[config.mk]
export PLATFORM = sky130hd
export DESIGN_NAME = quad_decoder
export DESIGN_NICKNAME = d
export VERILOG_FILES = /design/src/rtl/qd_pkg.sv /design/src/rtl/qd_sync.sv /design/src/rtl/qd_filter.sv /design/src/rtl/qd_step.sv /design/src/rtl/quad_decoder.sv
export SDC_FILE = /design/constraint.sdc
export NUM_CORES = 1
export LEC_CHECK = 0
export CORE_MARGIN = 5
export CORE_UTILIZATION = 35
export CTS_BUF_LIST = sky130_fd_sc_hd__clkbuf_8
export DETAILED_ROUTE_END_ITERATION = 16
export PLACE_DENSITY = 0.66
export SETUP_SLACK_MARGIN = 0.5
export SYNTH_ARGS = -nofsm -noshare
export SYNTH_HDL_FRONTEND = slang
export SYNTH_HIERARCHICAL = 1
export SYNTH_SLANG_ARGS = --single-unit
[constraint.sdc]
create_clock -name clk -period 4.5 [get_ports clk]
set_input_delay 1.35 -clock clk [delete_from_list [all_inputs] [get_ports clk]]
set_output_delay 1.35 -clock clk [all_outputs]
set_load 0.01 [all_outputs]
[src/rtl/qd_pkg.sv]
package qd_pkg;

    typedef enum logic {
        QD_QUAD   = 1'b0,
        QD_CNTDIR = 1'b1
    } qd_mode_e;

    typedef struct packed {
        logic a;
        logic b;
    } qd_lvl_t;

    typedef struct packed {
        logic en;
        logic up;
    } qd_step_t;

    // Gray-code step: one phase moved; up when new A differs from old B.
    function automatic qd_step_t quad_step(qd_lvl_t prev, qd_lvl_t cur);
        qd_step_t s;
        s.en = (prev.a ^ cur.a) ^ (prev.b ^ cur.b);
        s.up = s.en & (cur.a ^ prev.b);
        return s;
    endfunction

    // Strobe on rising A, direction from B.
    function automatic qd_step_t cntdir_step(qd_lvl_t prev, qd_lvl_t cur);
        qd_step_t s;
        s.en = cur.a & ~prev.a;
        s.up = s.en & cur.b;
        return s;
    endfunction

endpackage

[src/rtl/qd_sync.sv]
module qd_sync #(
    parameter int WIDTH  = 2,
    parameter int STAGES = 2
) (
    input  logic             clk,
    input  logic             rst,
    input  logic [WIDTH-1:0] din,
    output logic [WIDTH-1:0] dout
);
    logic [WIDTH-1:0] chain [STAGES];

    always_ff @(posedge clk) begin
        if (rst) begin
            for (int i = 0; i < STAGES; i++) chain[i] <= '0;
        end else begin
            chain[0] <= din;
            for (int i = 1; i < STAGES; i++) chain[i] <= chain[i-1];
        end
    end

    assign dout = chain[STAGES-1];
endmodule

[src/rtl/qd_filter.sv]
module qd_filter #(
    parameter int FILT_W = 8
) (
    input  logic              clk,
    input  logic              rst,
    input  logic              din,
    input  logic [FILT_W-1:0] limit,
    output logic              q
);
    localparam logic [FILT_W-1:0] ONE = FILT_W'(1);

    logic [FILT_W-1:0] run;

    always_ff @(posedge clk) begin
        if (rst) begin
            q   <= 1'b0;
            run <= '0;
        end else if (limit == '0) begin
            q   <= din;
            run <= '0;
        end else if (din == q) begin
            run <= '0;
        end else if (run == limit - ONE) begin
            q   <= din;
            run <= '0;
        end else begin
            run <= run + ONE;
        end
    end

    AST_FILT_FOLLOWS_INPUT: assert property (@(posedge clk) disable iff (rst)
        !$stable(q) |-> ($past(din) == q));
endmodule

[src/rtl/qd_step.sv]
module qd_step
    import qd_pkg::*;
(
    input  logic     clk,
    input  logic     rst,
    input  qd_mode_e mode,
    input  qd_lvl_t  cur,
    output logic     en,
    output logic     up,
    output logic     dir
);
    qd_lvl_t  prev;
    qd_step_t nxt;

    always_comb begin
        if (mode == QD_QUAD) nxt = quad_step(prev, cur);
        else                 nxt = cntdir_step(prev, cur);
    end

    always_ff @(posedge clk) begin
        if (rst) begin
            prev <= '0;
            en   <= 1'b0;
            up   <= 1'b0;
            dir  <= 1'b0;
        end else begin
            prev <= cur;
            en   <= nxt.en;
            up   <= nxt.up;
            if (nxt.en) dir <= nxt.up;
        end
    end

    AST_NO_DOUBLE_STEP: assert property (@(posedge clk) disable iff (rst)
        (mode == QD_QUAD && cur.a != prev.a && cur.b != prev.b) |=> !en);
    AST_CD_FALL_IGNORED: assert property (@(posedge clk) disable iff (rst)
        (mode == QD_CNTDIR && prev.a && !cur.a) |=> !en);
    AST_CD_B_IGNORED: assert property (@(posedge clk) disable iff (rst)
        (mode == QD_CNTDIR && cur.a == prev.a) |=> !en);
endmodule

[src/rtl/quad_decoder.sv]
module quad_decoder
    import qd_pkg::*;
#(
    parameter int FILT_W = 8
) (
    input  logic              clk,
    input  logic              rst,
    input  logic              mode,
    input  logic              inv_a,
    input  logic              inv_b,
    input  logic [FILT_W-1:0] filt_a,
    input  logic [FILT_W-1:0] filt_b,
    input  logic              ph_a,
    input  logic              ph_b,
    output logic              cnt_en,
    output logic              cnt_up,
    output logic              dir_flag
);
    localparam int NPH = 2;

    logic [NPH-1:0]    pin_lvl;
    logic [NPH-1:0]    sync_lvl;
    logic [NPH-1:0]    filt_lvl;
    logic [FILT_W-1:0] limit [NPH];
    qd_lvl_t           cur;

    assign pin_lvl  = {ph_b ^ inv_b, ph_a ^ inv_a};
    assign limit[0] = filt_a;
    assign limit[1] = filt_b;

    qd_sync #(.WIDTH(NPH), .STAGES(2)) u_sync (
        .clk  (clk),
        .rst  (rst),
        .din  (pin_lvl),
        .dout (sync_lvl)
    );

    for (genvar i = 0; i < NPH; i++) begin : g_phase
        qd_filter #(.FILT_W(FILT_W)) u_filt (
            .clk   (clk),
            .rst   (rst),
            .din   (sync_lvl[i]),
            .limit (limit[i]),
            .q     (filt_lvl[i])
        );
    end

    assign cur.a = filt_lvl[0];
    assign cur.b = filt_lvl[1];

    qd_step u_step (
        .clk  (clk),
        .rst  (rst),
        .mode (qd_mode_e'(mode)),
        .cur  (cur),
        .en   (cnt_en),
        .up   (cnt_up),
        .dir  (dir_flag)
    );

    AST_UP_NEEDS_EN: assert property (@(posedge clk) disable iff (rst)
        cnt_up |-> cnt_en);
    AST_DIR_HOLDS: assert property (@(posedge clk) disable iff (rst)
        !cnt_en |-> $stable(dir_flag));
    AST_DIR_TRACKS: assert property (@(posedge clk) disable iff (rst)
        cnt_en |-> (dir_flag == cnt_up));
endmodule

**Word-level counts from Yosys, hierarchy flattened**

Memories as Yosys holds them, arrays and structs flattened.
Cells that the tools add are included.

- Register bits: 23
- Output and inout bits: 3
- Memories kept: 1
- Latch bits: 0
- Memory bits (writable): 4
- Logic and storage cells: 52
- Memory bits (read-only): 0
- Bits of input ports: 23

Memories:

| name | depth | bits a word | rd ports | clocked after memory_dff | wr ports | line | source |
|---|---|---|---|---|---|---|---|
| u_sync.chain | 2 | 2 | 2 | 0 | 2 | qd_sync.sv:10 | `logic [WIDTH-1:0] chain [STAGES];` |

- Div/mod/pow operators: 0
- Reductions and logical operators: 8
- $lt $le $gt $ge: 0
- $add $sub $neg: 4
- Shifts and indexed selects: 0
- Mux-type cells: 12
- $mul: 0
- Equality and inequality tests: 6
- Bitwise gates (word level): 12

Operators by type and width:

| kind | number |
|---|---|
| 8-bit by 1-bit adder with 8-bit output, second input constant | 2 |
| 8-bit == test | 2 |
| 8-bit zero test | 2 |
| 8-bit by 1-bit subtractor with 8-bit output, second input constant | 2 |
| 1-bit two-way mux | 9 |
| 4-bit OR reduction | 2 |
| 2-bit two-way mux | 3 |
| 1-bit bitwise XOR | 6 |
| 2-bit by 1-bit inequality test with 1-bit output, second input constant | 2 |
| 2-bit AND reduction | 2 |
| 2-bit nonzero test | 2 |
| 1-bit AND | 3 |
| 1-bit == test | 2 |
| 1-bit OR | 2 |
| 1-bit inverter | 1 |

**Depth between registers and ports, before layout**

- Word-level depth: 5
- Gate-level depth with buffers: 7
- Gate-level depth less buffers: 7

**Cells and area by module**

Netlist, hierarchy kept.

By module, submodules not included:

| module | instances | area an instance (um^2) | sequential area each (um^2) | cells an instance |
|---|---|---|---|---|
| qd_filter | 2 | 608.1 | 180.2 | 70 |
| qd_step | 1 | 270.3 | 100.1 | 27 |
| qd_sync | 1 | 120.1 | 80.1 | 10 |
| quad_decoder | 1 | 17.5 | 0.0 | 2 |

**Least setup slack after synthesis**

OpenSTA, ideal clock, no wires.

- Path kind: in2reg
- Start: input port filt_a[3]
- End: register g_phase[0].u_filt.q
- Path buffers: 0
- Setup slack: 1,723 ps
- Stages: 5
- Required time: 4,428 ps
- Library setup time: 72 ps
- Data arrival time: 2,706 ps
- Path through: or4_4 > o32ai_1 > and3b_1 > a31oi_1 > mux2i_1

- Longest elaborated chain between the ends: 4
- Elaborated cells on any way between the ends: 7
- Classes of those cells: add/sub (1); eq/ne (2); mux (1); reduce/logical (3)

RTL lines:

| element | line | source |
|---|---|---|
| from (decl) | quad_decoder.sv:11 | `input logic [FILT_W-1:0] filt_a,` |
| 8-bit by 1-bit subtractor with 8-bit output | qd_filter.sv:23 | `end else if (run == limit - ONE) begin` |
| 8-bit == test | qd_filter.sv:23 |  |
| 2-bit nonzero test (no source line) | n/a |  |
| 2-bit AND reduction (no source line) | n/a |  |
| to (signal assigned) | qd_filter.sv:19 | `q <= din;` |
| to (signal assigned) | qd_filter.sv:24 | `q <= din;` |
| to (decl) | qd_filter.sv:8 | `output logic q` |

Parallel ways exist; a longest one is shown, timed or not.
A chain may end at the register's enable or synchronous reset.

**Worst setup path after layout**

Same ends and word-level chain as after synthesis.

==> metrics.txt <==
CTS tree built; start point of the worst min-delay path u_sync/chain[0][0]; First DRT Iteration DRCs 42; post-placement cell area 1920 um2; kind of launch point of the worst setup path input port; register bit count reported by yosys 27; total grt overflow 0; sequential area share after synthesis 33.3%; clk slew on worst S/H paths 0.09 ns; utilization after layout 44.6%; initial standard-cell utilization of the core 36.8%; Yosys Warn Count 6; cell family with most CP delay simple AND/OR/NAND/NOR gates; combinational family with the most area after synthesis simple AND/OR/NAND/NOR gates; via count of the first global-routing pass 1,215; number of gates given a new drive strength after cts 0; net count of the mapped netlist 207; relative max-transition margin 64.2%; Final min period 3.13 ns; xor-xnor portion of the synthesized cell area 21.0%; quantity of I/O buffers inserted on ports 25; detailed-routing iteration count for the pre-antenna-repair pass 4; total I/O pin count 26; worst clock skew 0.00717 ns; Post-Synthesis Cells 179; crit-path max FO 6; total number of H-tree levels 1; run status complete, no violations; share of synthesized cell area in full adder, half adder and majority cells 3.85%; total core area 4410 um2; post-synthesis compound-gate area fraction 11.4%; data arrival time of the critical path 3.34 ns; Total Die Area 6100 um2; number of library cell types mapped by synthesis 33; IR drop worst, VDD 108 uV; total number of placement rows 24; count of antenna-violating nets left after detailed routing 0; beginning of the worst register-to-register path g_phase[0].u_filt/q; leakage power 0.000724 uW; total non-filler cell area in the finished layout 1970 um2; Antenna diodes 0; number of enable flip-flop cells after synthesis 0; Final Max Slew Viols 0; unrepaired setup endpoints after global routing false; slew at the pin closest to its max-slew limit 0.535 ns; overall die height 78.1 um; slowest stage cell on the critical path sky130_fd_sc_hd__or4_4; crit end category flip-flop; first-pass GRT wire length 4.95 mm; Num CTS Buffers 3; Clock Root Buffer sky130_fd_sc_hd__clkbuf_8; CP Data Required Time 4.71 ns; startpoint-to-endpoint class of the critical path input port to flip-flop; number of post-CTS setup repair buffers 0; Horiz. Die Dim 78.1 um; fraction of final layout cells sized beyond drive strength 1 6.80%; maximum clock insertion buffer count 2; final net count 235; DRC violation count after routing 0; last weighted congestion value of the routability-driven placer 0.832; worst path bufs/invs 1; pin count of the biggest net entering global routing 17; latest clock arrival within the worst-skew pair 0.27 ns; multiplexer share of the synthesized area 2.47%; Vias 1,275; basic-gate share of the synthesized area counting and, or, nand and nor cells 25.3%; CTS sink cnt 27; kind of path behind the tightest hold check flip-flop to flip-flop; hold-fix buffer count after cts 0; Cell Area, Synth 1620 um2; Routed Wire Length 2.88 mm; highest attainable clock frequency 319 MHz; number of failing setup endpoints in the final timing report 0; overall global routing resource usage 9.40%; detailed-placement wirelength estimate 2.26 mm; area overhead of the layout relative to synthesis 21.3%; aggregate negative setup slack 0 ns; average footprint of a synthesized cell 9.07 um2; hold violation count in the final report 0; most common flop cell mapped by yosys sky130_fd_sc_hd__dfxtp_1; maximum single-stage delay on the critical path 0.58 ns; final critical-path share of the clock period 69.6%; wire per inst 11.1 um; asr flop ratio synth 0%; PnR Total Power 446 uW; number of violations of the max-capacitance limit 0; PD cells 227 nW/um2; timing startpoint of the critical path filt_a[3]; post-DR vias/cell 4.94; cell chain of the critical path clkdlybuf4s50_1 -> or4_4 -> o32ai_1 -> and3b_1 -> a31oi_1 -> mux2i_1; initial antenna violation count 0
-- registers in the layout (all words and copies together), names as in the netlist --
signal              flops
u_sync/chain            4
g_phase.u_filt/q        2
g_phase.u_filt/run     16
u_step/up               1
u_step/dir              1
u_step/prev             2
u_step/en               1
-- power by group --
part	internal [uW]	total [uW]	switching [uW]
registers	243	245	2.63
logic	39.2	67.7	28.5
clock network	61.2	133	71.9
total	343	446	103
-- path summary, 6_finish.rpt --
path                          to  slack, ns  cells after the start
min           u_sync/chain[0][2]       0.45                      1
min reg2reg   u_sync/chain[0][2]       0.45                      1
max reg2reg           u_step/dir       2.92                      4
max          g_phase[0].u_filt/q       1.37                      6
-- Yosys cell counts, drive strengths merged (2+ instances only) --
| library cell | n | area share [%] |
|---|---|---|
| nor3b | 4 | 1.8 |
| a211oi | 4 | 1.8 |
| or4 | 2 | 1.4 |
| a31o | 2 | 2.2 |
| a21o | 2 | 0.92 |
| nor2b | 11 | 4.2 |
| buf | 2 | 0.92 |
| ha | 5 | 3.9 |
| a31oi | 2 | 0.77 |
| mux2i | 4 | 2.5 |
| xnor2 | 16 | 9.1 |
| o21ai | 2 | 0.62 |
| or2 | 3 | 1.2 |
| inv | 8 | 1.8 |
| and3b | 2 | 1.1 |
| nor3 | 4 | 1.2 |
| or3 | 4 | 1.7 |
| nor2 | 20 | 4.6 |
| o2111ai | 2 | 1.1 |
| nand2b | 6 | 2.3 |
| nand3b | 2 | 0.92 |
| nand3 | 10 | 3.1 |
| o211ai | 2 | 0.92 |
| o32ai | 2 | 1.1 |
| xor2 | 22 | 12 |
| nand2 | 5 | 1.2 |
| dfxtp | 27 | 33 |
-- layout make-up --
cell class | count | area, um2
Timing Repair Buffer | 25 | 250
Sequential cell | 27 | 541
Fill cell | 449 | 2440
Clock buffer | 3 | 41.3
Multi-Input combinational cell | 142 | 1040
Inverter | 8 | 30.0
Clock inverter | 1 | 3.75
Tap cell | 52 | 65.1
-- cell families after synthesis --
logic type               Yosys count
AO/OA/AOI/OAI                     21
XOR/XNOR                          38
adder cells (fa/ha/maj)            5
buffers and inverters             10
flip-flops                        27
multiplexers                       4
AND/OR/NAND/NOR                   74
-- layout by cell type, fill, tap and decap left out, types with 2 or more instances in the layout --
cell,n
sky130_fd_sc_hd__a211oi_1,4
sky130_fd_sc_hd__a21o_1,2
sky130_fd_sc_hd__a31o_4,2
sky130_fd_sc_hd__a31oi_1,2
sky130_fd_sc_hd__and3b_1,2
sky130_fd_sc_hd__clkbuf_8,3
sky130_fd_sc_hd__clkdlybuf4s50_1,25
sky130_fd_sc_hd__dfxtp_1,27
sky130_fd_sc_hd__ha_1,5
sky130_fd_sc_hd__inv_1,9
sky130_fd_sc_hd__mux2i_1,4
sky130_fd_sc_hd__nand2_1,5
sky130_fd_sc_hd__nand2b_1,6
sky130_fd_sc_hd__nand3_1,10
sky130_fd_sc_hd__nand3b_1,2
sky130_fd_sc_hd__nor2_1,20
sky130_fd_sc_hd__nor2b_1,11
sky130_fd_sc_hd__nor3_1,4
sky130_fd_sc_hd__nor3b_1,4
sky130_fd_sc_hd__o2111ai_1,2
sky130_fd_sc_hd__o211ai_1,2
sky130_fd_sc_hd__o21ai_0,2
sky130_fd_sc_hd__o32ai_1,2
sky130_fd_sc_hd__or2_2,3
sky130_fd_sc_hd__or3_1,2
sky130_fd_sc_hd__or3_2,2
sky130_fd_sc_hd__or4_4,2
sky130_fd_sc_hd__xnor2_1,15
sky130_fd_sc_hd__xor2_1,22
-- through the flow --
step	worst slack, ns	instances	hold slack (ns)
after floorplan	1.72	179	0.414
after global placement	1.13	254	0.419
after detailed placement	1.08	254	0.436
after CTS	1.37	258	0.449
after global routing	1.21	258	0.464
final	1.37	258	0.446
-- per-layer routing --
metal,global-route usage (%),vias up,wire (um)
met4,1.52,0,17
li1,-,671,-
met1,11.7,585,1380
met3,2.75,3,117
met5,0,-,0
met2,16.3,16,1360
Power figures use the tool's default switching activity.
